`src/rtl/irq_wire_agg.sv`:
```
module irq_wire_agg #(
  parameter int NSRC = 32,
  parameter int AW   = 6
) (
  input  logic            clk,
  input  logic            rst_n,
  input  logic [NSRC-1:0] src_i,
  input  logic [AW-1:0]   addr_i,
  input  logic            wr_i,
  input  logic [NSRC-1:0] wdata_i,
  output logic [NSRC-1:0] rdata_o,
  output logic            irq_o
);
  localparam logic [AW-1:0] A_CAUSE = AW'(8'h00);
  localparam logic [AW-1:0] A_SETC  = AW'(8'h08);
  localparam logic [AW-1:0] A_MASK  = AW'(8'h10);
  localparam logic [AW-1:0] A_CTRL  = AW'(8'h28);
  localparam int B_EDGE = 3;
  localparam int B_MSI  = 5;

  logic [NSRC-1:0] sync1, sync2, prev, cause, mask, hw_set;
  logic edge_mode, msi_mask, irq_q;

  wire wr_cause = wr_i && addr_i == A_CAUSE;
  wire wr_set   = wr_i && addr_i == A_SETC;
  wire wr_mask  = wr_i && addr_i == A_MASK;
  wire wr_ctrl  = wr_i && addr_i == A_CTRL;

  assign hw_set = edge_mode ? (sync2 & ~prev) : sync2;

  always_ff @(posedge clk or negedge rst_n) begin
    if (!rst_n) begin
      sync1     <= '0;
      sync2     <= '0;
      prev      <= '0;
      cause     <= '0;
      mask      <= '1;
      edge_mode <= 1'b0;
      msi_mask  <= 1'b0;
      irq_q     <= 1'b0;
    end else begin
      sync1 <= src_i;
      sync2 <= sync1;
      prev  <= sync2;
      cause <= (wr_cause ? (cause & wdata_i) : cause) | hw_set
             | (wr_set ? wdata_i : '0);
      if (wr_mask) mask <= wdata_i;
      if (wr_ctrl) begin
        edge_mode <= wdata_i[B_EDGE];
        msi_mask  <= wdata_i[B_MSI];
      end
      irq_q <= |(cause & ~mask);
    end
  end

  assign irq_o = irq_q;

  always_comb begin
    rdata_o = '0;
    case (addr_i)
      A_CAUSE: rdata_o = cause;
      A_MASK:  rdata_o = mask;
      A_CTRL: begin
        rdata_o[B_EDGE] = edge_mode;
        rdata_o[B_MSI]  = msi_mask;
      end
      default: rdata_o = '0;
    endcase
  end
endmodule


```
`config.mk`:
```
export PLATFORM = sky130hd
export DESIGN_NAME = irq_wire_agg
export DESIGN_NICKNAME = d
export VERILOG_FILES = /design/src/rtl/irq_wire_agg.sv
export SDC_FILE = /design/constraint.sdc
export NUM_CORES = 1
export LEC_CHECK = 0
export BUFFER_PORTS_ARGS = -buffer_cell sky130_fd_sc_hd__buf_2
export CAP_MARGIN = 20
export CELL_PAD_IN_SITES_DETAIL_PLACEMENT = 1
export CELL_PAD_IN_SITES_GLOBAL_PLACEMENT = 2
export CORE_UTILIZATION = 35
export DETAILED_ROUTE_END_ITERATION = 12
export PLACE_DENSITY_LB_ADDON = 0.1
export SLEW_MARGIN = 20
export SYNTH_ARGS = -nofsm -noshare
export SYNTH_HDL_FRONTEND = slang
export SYNTH_SLANG_ARGS = --single-unit
```
`constraint.sdc`:
```
create_clock -name clk -period 4 [get_ports clk]
set_input_delay 0 -clock clk [delete_from_list [all_inputs] [get_ports clk]]
set_output_delay 0 -clock clk [all_outputs]
set_load 0.01 [all_outputs]
```
== Word level (Yosys, flattened, before mapping) ==
Cells that the tools add are included.
Widths: inputs -> output; s select.
Word-level totals
  flip-flop bits (word level): 163
  input bits: 73
  output and inout port bits: 33
  word-level logic and storage cells: 32
Operators by class
  eq/ne operators: 3
  muxes and demuxes: 8
  bitwise logic cells: 7
  reduce and logical (&&, ||, !) cells: 6
Operator list (count)
  $and 32x32->32: 3
  $mux 32: 3
  $not 32->32: 2
  $or 32x32->32: 2
  $pmux 26 s2: 1
  $reduce_or 32->1: 1
  $eq 6x4->1 const B: 1
  $eq 6x5->1 const B: 1
  $eq 6x6->1 const B: 1
  $logic_not 6->1: 1
  $pmux 1 s3: 2
  $pmux 3 s2: 1
  $logic_and 1x1->1: 4
  $pmux 1 s2: 1

== Logic depth before layout (Yosys ltp) ==
  depth in word-level cells: 5
  mapped depth: 6

== Least setup slack after synthesis ==
OpenSTA, ideal clock, no wires.
  kind: input-to-reg
  from: in addr_i[2]
  to: reg mask[10]
  library setup time: 0.085 ns
  arrival: 1.430 ns
  data required time: 3.915 ns
  setup slack: 2.485 ns
  cell stages on the path: 5
  path buffers: 1
  cell sequence: or4_4 > nor3b_4 > nand2_2 > buf_2 > mux2_1
Between the ends
  longest elaborated chain between the ends: 2
Ends and longest elaborated chain
  from (decl): line 8  | input logic [AW-1:0] addr_i,
  $eq 6x5->1: line 26  | wire wr_mask = wr_i && addr_i == A_MASK;
  $logic_and 1x1->1: line 26
  to (signal assigned): line 47  | if (wr_mask) mask <= wdata_i;
  to (decl): line 21  | logic [NSRC-1:0] sync1, sync2, prev, cause, mask, hw_set;
No other way between the ends.
A chain may end at the register's enable or synchronous reset.

== Final worst setup path ==
  from: in addr_i[3]
  to: reg mask[7]
The elaborated chain is that of the path after synthesis.

==> impl_metrics.env <==
export IMPL_num_vias=4182
export IMPL_worst_ep_required_time_ps=4340
export IMPL_cts_root_buffer="clkbuf_16"
export IMPL_portBuffers=105
export IMPL_ys_ff_latch=163
export IMPL_start_util_pct=35.61
export IMPL_synth_top_area_share_pct=55.71
export IMPL_cts_resized_gates=0
export IMPL_critPathKind="input port to flip-flop"
export IMPL_hold_path_class="input port to async pin"
export IMPL_clk_pin_slew_worst_paths_ps=60
export IMPL_clock_path_buffers=2
export IMPL_wl_um=14840
export IMPL_p_clk_share_pct=44.5
export IMPL_max_cap_violations=0
export IMPL_synth_common_cells="dfrtp_1 (131), nand2_1 (65), inv_1 (34), nor2_1 (33)"
export IMPL_grt_ovfl_total=0
export IMPL_path_max_fanout=33
export IMPL_synth_cell_types=23
export IMPL_dp_cells=786
export IMPL_stdcell_count=884
export IMPL_avgSynthCellArea_sq_um=12.41
export IMPL_pre_cts_ws_ps=1406
export IMPL_p_leak_nw=3.846
export IMPL_hold_slack_ps=188.2
export IMPL_setup_viol=0
export IMPL_maxSlewViolCount=0
export IMPL_syn_area_sq_mm=0.005884
export IMPL_switchingPower_mw=0.8295
export IMPL_grt_util_met3_pct=4.552
export IMPL_antenna_found_initial=0
export IMPL_drt_first_pass_iters=4
export IMPL_cts_setup_buffers=0
export IMPL_power_frac_seq_pct=49.1
export IMPL_min_period_ps=2121
export IMPL_synth_edff_count=0
export IMPL_slew_limit_headroom_pct=41.85
export IMPL_grt_pass1_wl_um=24380
export IMPL_wl_per_cell_um=16.79
export IMPL_rsz0062_at_grt="false"
export IMPL_worstSetupEndpointType="flip-flop"
export IMPL_grt_pass1_vias=4619
export IMPL_drive_above_1_share_pct=27.56
export IMPL_yosys_warnings=0
export IMPL_worstMarginPinSlew_ps=869.1
export IMPL_h_tree_depth=4
export IMPL_finalClockSkew_ps=6.586
export IMPL_synth_flop_cell="dfrtp_1"
export IMPL_ys_seq_area_share_pct=70.00
export IMPL_die_y_um=131.7
export IMPL_powerDensity_mw_per_mm2=471.1
export IMPL_cts_buffers=17
export IMPL_rr_worst_depth=4
export IMPL_diodes=0
export IMPL_finalHoldViolations=0
export IMPL_rows=47
export IMPL_netSwitchingFraction_pct=22.16
export IMPL_ant_nets=0
export IMPL_fin_ws_ps=1879
export IMPL_grt_use_total_pct=18.75
export IMPL_die_area_sq_mm=0.01734
export IMPL_area_growth_pct=35.04
export IMPL_grt_max_degree=86
export IMPL_die_x_um=131.7
export IMPL_avgViaCountPerCell=4.731
export IMPL_syn_nets=547
export IMPL_status="complete, no violations"
export IMPL_p_int_mw=2.914
export IMPL_remaining_drc_errors=0
export IMPL_cp_start_kind="input port"
export IMPL_worst_ir_drop_vdd_uv=337.9
export IMPL_coreArea_sq_mm=0.01652
export IMPL_async_flop_share_pct=100.0
export IMPL_cts_tree="yes"
export IMPL_synth_largest_area_cell="dfrtp_1"
export IMPL_fin_nets=724
export IMPL_first_iter_violations=162
export IMPL_met1_usage_pct=24.71
export IMPL_grt_util_met2_pct=29.78
export IMPL_synthTopCellsByArea="dfrtp_1 (56%), dfstp_2 (14%), mux2_1 (5.7%)"
export IMPL_max_freq_mhz=471.6
export IMPL_comb_power_share_pct=6.3
export IMPL_worstSkewPairLatency_ps=430
export IMPL_yosysMostFrequentCell="dfrtp_1"
export IMPL_synth_cells=474
export IMPL_cp_data_arrival_time_ps=2460
export IMPL_io_pins=106
export IMPL_cts_hold_buf=66
export IMPL_top_usage_layer="met2"
export IMPL_period_share_pct=53.01
export IMPL_place_congestion=0.7668
export IMPL_hpwl_um=9276
export IMPL_setup_tns_ps=0
export IMPL_clock_sinks=163
## sequential cells by signal, indices dropped and copies added (netlist names)
signal,cells
cause,32
msi_mask,1
irq_o,1
edge_mode,1
sync2,32
sync1,32
mask,32
prev,32
## per-stage QoR
| stage | utilization (%) | cell area, sq um | total power [mW] |
|---|---|---|---|
| detailed placement | 40.37 | 6670 | 2.061 |
| finish | 48.09 | 7946 | 3.744 |
| global route | 48.09 | 7946 | 3.896 |
| CTS | 48.05 | 7940 | 3.808 |
| global placement | 40.37 | 6670 | 2.047 |
| floorplan | - | 5884 | 1.929 |
## cell type report
cell class                      instances  area (sq um)
Timing Repair Buffer                  178          1245
Inverter                               34         127.6
Tap cell                              220         275.3
Sequential cell                       163          4119
Clock buffer                           20         456.7
Multi-Input combinational cell        257          1570
Fill cell                            1765          8578
Clock inverter                         12         152.6
## cells in the final DEF (no fill, tap or decap), types with 2 or more instances in the layout
cell and instances:
buf_2 104, mux2_2 4, clkinv_4 2, nand2_1 65
inv_1 34, a222oi_1 2, inv_6 2, dlygate4sd3_1 66
buf_4 7, dfstp_2 32, bufinv_16 3, nor4_1 4
o21ai_0 32, o22ai_1 16, clkbuf_8 2, nor2_1 33
dfrtp_1 131, mux2_1 30, clkinv_2 4, a22o_1 30
clkbuf_16 17, a21oi_1 32
## power by group through the flow
stage	sequential (mW)	clock, mW	combinational [mW]
final	1.84	1.67	0.237
after global routing	1.85	1.78	0.266
after CTS	1.84	1.72	0.243
after detailed placement	1.87	0	0.191
after global placement	1.86	0	0.184
after floorplan	1.84	0	0.0849
## worst max-delay path: stages
cell and delay, ps:
buf_2 120, or4_4 550, nor3b_4 200, buf_4 410, nand2_2 610, mux2_1 550
## final timing paths
path                            from         to  slack (ps)
min in group clk           src_i[10]  sync1[10]         210
max                        addr_i[3]    mask[7]        1880
min reg2reg                 sync1[8]   sync2[8]         350
max reg2reg                edge_mode  cause[15]        2550
min                            rst_n  sync2[31]         190
max in group asynchronous      rst_n    mask[6]        2680
## kinds of logic after synthesis
logic type | after synthesis | share of synthesized area, %
AOI/OAI and AO/OA | 112 | 11.95
buffers and inverters | 54 | 3.508
DFF | 163 | 70.00
muxes | 34 | 6.506
and+or+nand+nor | 111 | 8.038
## metal layers
layer / vias to the layer above / routed length [um] / share of wire (%)
met4: 0 / 206 / 1.4
met3: 16 / 468 / 3.2
met1: 2121 / 7020 / 47
met2: 76 / 7145 / 48
met5: - / 0 / 0
li1: 1969 / - / -
Power figures use the tool's default switching activity.
